**config.mk**
```make
export PLATFORM = sky130hd
export DESIGN_NAME = line_mode_sel
export DESIGN_NICKNAME = d
export VERILOG_FILES = /design/src/rtl/lms_pkg.sv /design/src/rtl/lms_sync.sv /design/src/rtl/lms_timer.sv /design/src/rtl/lms_pattern.sv /design/src/rtl/line_mode_sel.sv
export SDC_FILE = /design/constraint.sdc
export NUM_CORES = 1
export LEC_CHECK = 0
export ABC_AREA = 1
export BUFFER_PORTS_ARGS = -buffer_cell sky130_fd_sc_hd__buf_2
export CAP_MARGIN = 20
export CORE_ASPECT_RATIO = 0.9
export CORE_MARGIN = 2
export CORE_UTILIZATION = 40
export CTS_CLUSTER_DIAMETER = 80
export DETAILED_ROUTE_END_ITERATION = 16
export PLACE_DENSITY_LB_ADDON = 0.08
export SLEW_MARGIN = 20
export SYNTH_ARGS = -nofsm -noshare
export SYNTH_HDL_FRONTEND = slang
export SYNTH_HIERARCHICAL = 1
export SYNTH_SLANG_ARGS = --single-unit
```
**constraint.sdc**
```tcl
create_clock -name clk -period 3.97 [get_ports clk]
set_input_delay 0.1985 -clock clk [delete_from_list [all_inputs] [get_ports clk]]
set_output_delay 0.1985 -clock clk [all_outputs]
set_load 0.05 [all_outputs]
```
**src/rtl/lms_pkg.sv**
```systemverilog
package lms_pkg;

  typedef enum logic [2:0] {
    ST_SHUT   = 3'd0,
    ST_WAKE   = 3'd1,
    ST_SELECT = 3'd2,
    ST_DELAY  = 3'd3,
    ST_RUN    = 3'd4
  } lms_state_e;

  typedef enum logic [1:0] {
    PH_HIGH = 2'd0,
    PH_LOW  = 2'd1,
    PH_HIT  = 2'd2,
    PH_MISS = 2'd3
  } lms_phase_e;

endpackage

```
**src/rtl/lms_sync.sv**
```systemverilog
module lms_sync #(
  parameter int STAGES = 2
) (
  input  logic clk,
  input  logic rst_n,
  input  logic d,
  output logic q
);

  logic [STAGES-1:0] chain_q;

  always_ff @(posedge clk or negedge rst_n) begin
    if (!rst_n) chain_q <= '0;
    else        chain_q <= {chain_q[STAGES-2:0], d};
  end

  assign q = chain_q[STAGES-1];

  initial begin
    assert (STAGES >= 2) else $error("lms_sync needs at least two stages");
  end

endmodule

```
**src/rtl/lms_timer.sv**
```systemverilog
module lms_timer #(
  parameter int MAXV = 15,
  parameter int W    = 4
) (
  input  logic         clk,
  input  logic         rst_n,
  input  logic         clr,
  input  logic         inc,
  output logic [W-1:0] cnt
);

  localparam logic [W-1:0] LIM = W'(MAXV);

  logic [W-1:0] cnt_q, cnt_d;

  always_comb begin
    cnt_d = cnt_q;
    if (clr)                      cnt_d = '0;
    else if (inc && cnt_q != LIM) cnt_d = cnt_q + 1'b1;
  end

  always_ff @(posedge clk or negedge rst_n) begin
    if (!rst_n) cnt_q <= '0;
    else        cnt_q <= cnt_d;
  end

  assign cnt = cnt_q;

endmodule

```
**src/rtl/lms_pattern.sv**
```systemverilog
module lms_pattern
  import lms_pkg::*;
#(
  parameter int HMIN = 100,
  parameter int LMIN = 260
) (
  input  logic clk,
  input  logic rst_n,
  input  logic restart,
  input  logic active,
  input  logic tick,
  input  logic line,
  output logic hit
);

  localparam int PMAX = (HMIN + 1 > LMIN) ? HMIN + 1 : LMIN;
  localparam int PW   = $clog2(PMAX + 1);
  localparam logic [PW-1:0] HLIM = PW'(HMIN);
  localparam logic [PW-1:0] LLIM = PW'(LMIN);

  lms_phase_e    phase_q, phase_d;
  logic [PW-1:0] ph_cnt;
  logic          ph_inc, ph_clr;

  always_comb begin
    phase_d = phase_q;
    if (restart) begin
      phase_d = PH_HIGH;
    end else if (active) begin
      case (phase_q)
        PH_HIGH: if (!line) phase_d = (ph_cnt > HLIM) ? PH_LOW : PH_MISS;
        PH_LOW: begin
          if (line)                phase_d = PH_MISS;
          else if (ph_cnt >= LLIM) phase_d = PH_HIT;
        end
        default: phase_d = phase_q;
      endcase
    end
  end

  always_comb begin
    ph_clr = restart || (phase_d != phase_q);
    ph_inc = 1'b0;
    if (active && tick) begin
      if (phase_q == PH_HIGH) ph_inc = line;
      else if (phase_q == PH_LOW) ph_inc = !line;
    end
  end

  lms_timer #(.MAXV(PMAX), .W(PW)) u_phase_tmr (
    .clk   (clk),
    .rst_n (rst_n),
    .clr   (ph_clr),
    .inc   (ph_inc),
    .cnt   (ph_cnt)
  );

  always_ff @(posedge clk or negedge rst_n) begin
    if (!rst_n) phase_q <= PH_MISS;
    else        phase_q <= phase_d;
  end

  assign hit = (phase_q == PH_HIT);

  assert_hit_from_low_R5: assert property (@(posedge clk) disable iff (!rst_n)
    $rose(hit) |-> $past(phase_q == PH_LOW));

  assert_miss_sticky_R6: assert property (@(posedge clk) disable iff (!rst_n)
    (phase_q == PH_MISS && !restart) |=> (phase_q == PH_MISS));

endmodule

```
**src/rtl/line_mode_sel.sv**
```systemverilog
module line_mode_sel
  import lms_pkg::*;
#(
  parameter int T_SETUP     = 2,
  parameter int T_SEL       = 1000,
  parameter int T_HIGH_MIN  = 100,
  parameter int T_LOW_DIG   = 260,
  parameter int T_DEL       = 2000,
  parameter int T_OFF       = 8900,
  parameter int SYNC_STAGES = 2
) (
  input  logic clk,
  input  logic rst_n,
  input  logic us_tick,
  input  logic line_in,
  output logic mode_digital,
  output logic conv_en,
  output logic restart_pulse
);

  localparam int ST_MAX0 = (T_SETUP > T_SEL) ? T_SETUP : T_SEL;
  localparam int ST_MAX  = (ST_MAX0 > T_DEL) ? ST_MAX0 : T_DEL;
  localparam int SW      = $clog2(ST_MAX + 1);
  localparam int OW      = $clog2(T_OFF + 1);
  localparam logic [SW-1:0] SETUP_L = SW'(T_SETUP);
  localparam logic [SW-1:0] SEL_L   = SW'(T_SEL);
  localparam logic [SW-1:0] DEL_L   = SW'(T_DEL);
  localparam logic [OW-1:0] OFF_L   = OW'(T_OFF);

  lms_state_e    state_q, state_d;
  logic          line_s;
  logic [SW-1:0] st_cnt;
  logic [OW-1:0] low_cnt;
  logic          state_chg, st_inc, low_inc, low_clr;
  logic          wake_go, pat_hit, pat_active;
  logic          mode_q, mode_d, mode_en;
  logic          en_q, pulse_q;

  lms_sync #(.STAGES(SYNC_STAGES)) u_sync (
    .clk   (clk),
    .rst_n (rst_n),
    .d     (line_in),
    .q     (line_s)
  );

  // next-state logic
  always_comb begin
    state_d = state_q;
    case (state_q)
      ST_SHUT:   if (line_s) state_d = ST_WAKE;
      ST_WAKE: begin
        if (!line_s)               state_d = ST_SHUT;
        else if (st_cnt >= SETUP_L) state_d = ST_SELECT;
      end
      ST_SELECT: if (st_cnt >= SEL_L) state_d = ST_DELAY;
      ST_DELAY: begin
        if (low_cnt >= OFF_L)     state_d = ST_SHUT;
        else if (st_cnt >= DEL_L) state_d = ST_RUN;
      end
      ST_RUN:    if (low_cnt >= OFF_L) state_d = ST_SHUT;
      default:   state_d = ST_SHUT;
    endcase
  end

  assign state_chg  = (state_d != state_q);
  assign wake_go    = (state_q == ST_SHUT) && (state_d == ST_WAKE);
  assign st_inc     = us_tick && (state_q inside {ST_WAKE, ST_SELECT, ST_DELAY});
  assign low_inc    = us_tick && !line_s;
  assign low_clr    = state_chg || line_s || !(state_q inside {ST_DELAY, ST_RUN});
  assign pat_active = (state_q inside {ST_WAKE, ST_SELECT});

  lms_timer #(.MAXV(ST_MAX), .W(SW)) u_state_tmr (
    .clk   (clk),
    .rst_n (rst_n),
    .clr   (state_chg),
    .inc   (st_inc),
    .cnt   (st_cnt)
  );

  lms_timer #(.MAXV(T_OFF), .W(OW)) u_low_tmr (
    .clk   (clk),
    .rst_n (rst_n),
    .clr   (low_clr),
    .inc   (low_inc),
    .cnt   (low_cnt)
  );

  lms_pattern #(.HMIN(T_HIGH_MIN), .LMIN(T_LOW_DIG)) u_pattern (
    .clk     (clk),
    .rst_n   (rst_n),
    .restart (wake_go),
    .active  (pat_active),
    .tick    (us_tick),
    .line    (line_s),
    .hit     (pat_hit)
  );

  // mode latch: loaded when the window closes, cleared on shutdown
  assign mode_en = state_chg && (state_d inside {ST_DELAY, ST_SHUT});
  assign mode_d  = (state_d == ST_DELAY) ? pat_hit : 1'b0;

  always_ff @(posedge clk or negedge rst_n) begin
    if (!rst_n) begin
      state_q <= ST_SHUT;
      mode_q  <= 1'b0;
      en_q    <= 1'b0;
      pulse_q <= 1'b0;
    end else begin
      state_q <= state_d;
      if (mode_en) mode_q <= mode_d;
      en_q    <= (state_d == ST_RUN);
      pulse_q <= wake_go;
    end
  end

  assign mode_digital  = mode_q;
  assign conv_en       = en_q;
  assign restart_pulse = pulse_q;

  assert_pulse_single_R3: assert property (@(posedge clk) disable iff (!rst_n)
    restart_pulse |=> !restart_pulse);

  assert_pulse_in_wake_R3: assert property (@(posedge clk) disable iff (!rst_n)
    restart_pulse |-> (state_q == ST_WAKE));

  assert_no_en_in_select_R7: assert property (@(posedge clk) disable iff (!rst_n)
    (state_q == ST_SELECT) |-> !conv_en);

  assert_en_drop_low_R8: assert property (@(posedge clk) disable iff (!rst_n)
    $fell(conv_en) |-> $past(!line_s));

  assert_mode_hold_R10: assert property (@(posedge clk) disable iff (!rst_n)
    (conv_en && $past(conv_en)) |-> $stable(mode_digital));

endmodule

```
==> impl_metrics.csv, run 1 <==
group,metric,value,unit
outcome,status,"finished clean",
drt,totalWireLength,7230,microns
clock_network,tritoncts,"yes",
clock_network,clk_latency,0.30,ns
floorplanning,die_h,87.3,microns
sta,finClkSkew,0.00800,ns
sta,relSlewSlack,0.599,
sta,period_minus_slack,2.54,ns
min_path,hold_depth,0,
worst_setup_path,critical_path.cell_chain,"inv_1 -> nand2_1 -> nor2_1 -> nand3_1 -> nand2_1 -> inv_1 -> nand2_1 -> nand2_1 -> nand2_1 -> nand3_2 -> a21oi_1 -> nand2_1 -> inv_1 -> o21ai_0 -> nand2_1 -> nand2_1",
placement,hpwl,5130,microns
sta,hold_viol_final,0,
sta,fin_setup_tns,0,ns
worst_setup_path,worstPathMaxFanout,11,
clock_network,post_cts_buffers,0,
min_path,min_path_type,"register to register",
floorplanning,rows,30,
synth,avgSynthCellArea,6.62,sq um
global_route,grt_overflow,0,
worst_setup_path,slowest_delay,0.47,ns
placement,post-place-ws,1.45,ns
worst_setup_path,cp.buffers_inverters,3,
power,peakVddDrop,0.146,mV
synth,netlist_area,0.00308,sq mm
global_route,grt_pass1_wl,12300,microns
synth,synth_edf_count,0,
global_route,antenna_found_initial,0,
worst_setup_path,cpMaxStageDelayCell,"dfrtp_1",
drt,ant_nets,0,
floorplanning,initial_core_util,0.411,
clock_network,clock_path_buffers,2,
placement,io_buffers,6,
drt,dr.pass1.iters,4,
worst_setup_path,worst-path-stages,16,
clock_network,path_clk_slew,0.08,ns
floorplanning,core_area,0.00751,sq mm
synth,ys_top_cells_by_count,"nand2_1 (157), nor2_1 (62), inv_1 (57), nand3_1 (46), dfrtp_1 (42)",
worst_setup_path,cp_common_cell,"nand2_1",
sta,max_freq,0.393,GHz
synth,ys_warn_count,6,
placement,placed_cell_area,0.00321,sq mm
synth,yosysTopAreaCellShare,0.341,
worst_setup_path,critPathTopFamily,"simple AND/OR/NAND/NOR gates",
synth,synth_nets,476,
floorplanning,die_w,96.5,microns
placement,gp_congestion,0.888,
worst_setup_path,critPathKind,"register to register",
clock_network,cts-resized-gates,0,
drt,post-route-drc-count,0,
floorplanning,die-area,0.00843,sq mm
synth,ys_ff_latch,44,
worst_setup_path,reg2regPathDepth,16,
synth,ys_seq_area_frac,0.358,
finish,final_area,0.00331,sq mm
synth,synth_most_common_cell,"nand2_1",
drt,drt_iter0_markers,115,
sta,rsz0062_at_grt,"false",
power,powerDensity,400,mW/mm^2
global_route,grt_max_degree,45,
global_route,grt_pass1_vias,2561,
clock_network,numCtsBuffers,5,
clock_network,cts.htree.levels,2,
power,power_leakage,0.00168,uW
worst_setup_path,endpoint_kind,"register",
finish,diodes,0,
clock_network,root_buffer,"clkbuf_8",
worst_setup_path,start_kind,"register",
clock_network,holdBufCountCts,1,
drt,drt-wirelength-per-cell,12.6,microns
sta,drv_slew,0,
sta,setup_viol,0,
finish,layout-drive-gt1-share,0.0962,
flow_run,drv_cap,0,
global_route,grt.total_usage,0.185,
finish,fin_nets,487,
worst_setup_path,crit_required,4.16,ns
clock_network,clock_sinks,44,
synth,yosys-top-cells-area,"dfrtp_1 (34%), nand2_1 (19%), nor2_1 (7.5%), nand3_1 (7.5%), inv_1 (6.9%)",
synth,ys_async_sr_fraction,1.00,
synth,synth_ff_type,"dfrtp_1",
drt,routed-via-count,2855,
synth,synth_cell_types,33,
sta,finalCritPeriodShare,0.641,
finish,area_growth,7.39,%
synth,syn_inst,466,
power,totalPowerFinal,1320,uW
sta,worst_pin_slew,0.600,ns
drt,viasPerCell,4.97,
synth,yosysTopAreaCell,"dfrtp_1",
floorplanning,num_io_pins,7,
worst_setup_path,worstPathArrival,2.74,ns
sta,finalWorstSetupSlack,1.43,ns
-- registers in the layout (all words and copies together) (netlist names) --
signal                     flops
u_pattern/u_phase_tmr/cnt      9
conv_en                        1
u_state_tmr/cnt               11
state_q                        3
mode_digital                   1
restart_pulse                  1
u_sync/chain_q                 2
u_low_tmr/cnt                 14
u_pattern/phase_q              2
-- routing by layer --
metal,GRT usage,part of all wire,up-vias
li1,-,-,1495
met1,0.276,0.52,1306
met2,0.275,0.44,48
met3,0.0312,0.036,6
met4,0.0474,0.010,0
met5,0,0,-
-- placed cells by master (no fill, tap or decap), drive strengths merged --
cell         instances
ha                   6
a21o                 2
or2                  1
nand2              163
nand3               50
nor2                70
a31oi                1
dfstp                2
clkinv               2
nand4               25
nor3                 4
o21ai               10
clkbuf               8
xor2                 7
o21bai               1
a21oi                7
dfrtp               42
buf                  6
nor3b                3
nor4                 1
inv                 64
xnor2                1
dlygate4sd3          2
-- area by class of cell --
cell class,count,area [sq um]
Clock buffer,8,80.1
Fill cell,800,4200
Inverter,66,253
Multi-Input combinational cell,352,1700
Sequential cell,44,1100
Tap cell,96,120
Timing Repair Buffer,8,52.6
-- report_power, final --
part | switching [uW] | internal (uW) | leakage, uW
logic | 359 | 140 | 0.00105
registers | 56.2 | 494 | 0.000596
clock network | 149 | 125 | 0.0000395
-- stage by stage --
stage	cells	hold slack, ns	util
detailed placement	564	0.313	0.427
CTS	573	0.118	0.439
global route	574	0.366	0.441
finish	574	0.354	0.441
floorplan	466	-0.0971	-
global placement	564	0.307	0.427
-- path summary, 6_finish.rpt --
path                                   startpoint                  to  slack [ns]
worst max-delay path            u_low_tmr/cnt[10]    u_low_tmr/cnt[8]        1.43
worst min-delay path            u_sync/chain_q[0]   u_sync/chain_q[1]        0.35
worst max register to register  u_low_tmr/cnt[10]    u_low_tmr/cnt[8]        1.43
worst min register to register  u_sync/chain_q[0]   u_sync/chain_q[1]        0.35
max in group asynchronous                   rst_n    u_low_tmr/cnt[1]        3.13
min in group asynchronous                   rst_n  u_state_tmr/cnt[1]        0.45
-- cells by family (layout without fill, tap and decap cells) --
family,count (synthesis),count (layout),share of synthesized area
AO/OA/AOI/OAI,21,21,0.0418
XOR/XNOR,8,8,0.0227
adder cells (fa/ha/maj),6,6,0.0244
buffers and inverters,70,82,0.0901
flip-flops,44,44,0.358
AND/OR/NAND/NOR,317,317,0.463
Note: power is estimated with default switching activity, not from simulation.
==> run 2: changes to the inputs <==
==> constraint.sdc (replaced) <==
create_clock -name clk -period 2.2 [get_ports clk]
set_input_delay 0.11 -clock clk [delete_from_list [all_inputs] [get_ports clk]]
set_output_delay 0.11 -clock clk [all_outputs]
set_load 0.05 [all_outputs]
==> impl_metrics.csv, run 2 (synthesis results as in run 1) <==
group,metric,value,unit
outcome,status,"finished clean",
drt,drt_iter0_markers,148,
placement,gp_congestion,0.832,
worst_setup_path,critPathTopFamily,"simple AND/OR/NAND/NOR gates",
sta,max_freq,0.504,GHz
sta,finalCritPeriodShare,0.902,
finish,fillers,782,
drt,totalWireLength,7380,microns
worst_setup_path,cp.buffers_inverters,2,
flow_run,drv_cap,0,
power,seq_power_share,0.374,
finish,layout-drive-gt1-share,0.154,
power,power_leakage,0.00182,uW
global_route,grt_pass1_wl,12400,microns
finish,final_util,0.472,
power,powerDensity,748,mW/mm^2
power,power.internal,1600,uW
worst_setup_path,cp_common_cell,"nand2_1",
drt,wl_met3,203,microns
min_path,min_path_type,"primary input to asynchronous set/reset pin",
placement,post-place-ws,0.121,ns
worst_setup_path,worstPathArrival,2.18,ns
clock_network,clk_latency,0.31,ns
sta,worst_pin_slew,0.495,ns
floorplanning,rows,30,
power,pwr-share-comb,0.363,
finish,layout_commonest_cell,"nand2_1",
global_route,grt_max_degree,22,
clock_network,clock_path_buffers,2,
drt,ant_nets,0,
finish,diodes,0,
finish,multi_input_area,0.00171,sq mm
worst_setup_path,critical_path.cell_chain,"inv_1 -> nor2_2 -> nand3_1 -> nand2_1 -> a21oi_2 -> nand4_1 -> nand3_2 -> a21oi_1 -> nand2_2 -> inv_1 -> o21ai_1 -> nand2_1 -> nand2_1",
floorplanning,die_w,96.5,microns
finish,finalNonFillerCells,595,
global_route,antenna_found_initial,0,
floorplanning,die-area,0.00843,sq mm
drt,routed-via-count,2938,
worst_setup_path,worstPathMaxFanout,7,
floorplanning,initial_core_util,0.411,
drt,dr.max_layer_used,"met4",
drt,drt-wirelength-per-cell,12.4,microns
drt,post-route-drc-count,0,
sta,finClkSkew,0.0135,ns
finish,area_growth,14.8,%
floorplanning,core_area,0.00751,sq mm
finish,fin_nets,508,
worst_setup_path,endpoint_kind,"register",
placement,hpwl,5560,microns
clock_network,root_buffer,"clkbuf_8",
finish,register_area,0.00111,sq mm
clock_network,clock_sinks,44,
sta,finalWorstSetupSlack,0.215,ns
finish,mostFrequentLayoutCells,"nand2_1 (156), nor2_1 (61), inv_1 (57)",
power,power.switching,1050,uW
sta,period_minus_slack,1.99,ns
floorplanning,num_io_pins,7,
power,peakVddDrop,0.306,mV
global_route,grt_pass1_vias,2631,
worst_setup_path,start_kind,"register",
worst_setup_path,crit_required,2.39,ns
sta,hold_viol_final,0,
clock_network,tritoncts,"yes",
worst_setup_path,r2r_slack,0.21,ns
drt,viasPerCell,4.94,
floorplanning,die_h,87.3,microns
worst_setup_path,slowest_delay,0.46,ns
clock_network,numCtsBuffers,5,
placement,dp_cells,584,
sta,drv_slew,0,
worst_setup_path,cpMaxStageDelayCell,"dfrtp_1",
clock_network,cts.htree.levels,2,
sta,relSlewSlack,0.670,
drt,drt-met1-wl,3830,microns
placement,io_buffers,6,
clock_network,path_clk_slew,0.09,ns
finish,largest_reg_flops,14,
global_route,grt_overflow,0,
drt,wl_met2,3250,microns
drt,dr.pass1.iters,4,
global_route,grt.total_usage,0.189,
worst_setup_path,critPathKind,"register to register",
sta,setup_viol,0,
power,sw_frac_of_total,0.395,
power,power_frac_clock,0.263,
run 2: changes by cell type in the layout (fill, tap and decap cells not counted), sizes merged:
cell    change
buf        +21
clkbuf      -1
bufinv      +1
run 2: stage by stage:
| stage | setup TNS [ns] | area [sq um] | power [uW] | hold WS (ns) |
|---|---|---|---|---|
| 2_1_floorplan | 0 | 3080 | 1680 | -0.186 |
| 3_3_place_gp | 0 | 3360 | 1960 | 0.101 |
| 3_5_place_dp | 0 | 3360 | 1950 | 0.119 |
| 4_1_cts | 0 | 3500 | 2650 | 0.311 |
| 5_1_grt | -0.0225 | 3540 | 2840 | 0.339 |
| 6_report | 0 | 3540 | 2650 | 0.282 |
run 2: layout make-up:
| cell class | count | share of cell area |
|---|---|---|
| Clock inverter | 1 | 0.00848 |
| Timing Repair Buffer | 29 | 0.0633 |
| Tap cell | 96 | 0.0339 |
| Inverter | 66 | 0.0714 |
| Clock buffer | 7 | 0.0272 |
| Multi-Input combinational cell | 352 | 0.482 |
| Sequential cell | 44 | 0.314 |
run 2: what timing repair did:
action	in CTS	in global routing
setup buffers	0	1
resized for setup	0	9
endpoints found under the hold margin	18	0
setup endpoints to repair	0	15
hold buffers	2	0
run 2: power by group through the flow:
stage,Sequential (uW),Combinational (uW),Clock [uW]
6_report,991,961,697
3_3_place_gp,1010,951,0
4_1_cts,990,954,710
5_1_grt,1000,1080,756
3_5_place_dp,1010,943,0
2_1_floorplan,1010,669,0
run 2: metal layers:
layer / vias to the layer above / track usage
met4: 0 / 0.0499
met3: 9 / 0.0459
met1: 1350 / 0.277
met2: 39 / 0.278
li1: 1540 / -
met5: - / 0
run 2: path summary, 6_finish.rpt:
check                              startpoint                            to  cells past startpoint
hold / removal                          rst_n            u_state_tmr/cnt[1]                      2
min in group clk                      us_tick  u_pattern/u_phase_tmr/cnt[8]                      5
setup / recovery           u_state_tmr/cnt[7]              u_low_tmr/cnt[4]                     13
hold reg to reg             u_sync/chain_q[0]             u_sync/chain_q[1]                      0
max in group asynchronous               rst_n           u_state_tmr/cnt[10]                      3
setup reg to reg           u_state_tmr/cnt[7]              u_low_tmr/cnt[4]                     13
run 2: worst reg2reg max path, stage by stage (launching register included):
cell,delay (ns)
dfrtp_1,0.46
inv_1,0.08
nor2_2,0.19
nand3_1,0.09
nand2_1,0.13
a21oi_2,0.10
nand4_1,0.11
nand3_2,0.07
a21oi_1,0.15
nand2_2,0.14
inv_1,0.11
o21ai_1,0.12
nand2_1,0.09
nand2_1,0.05
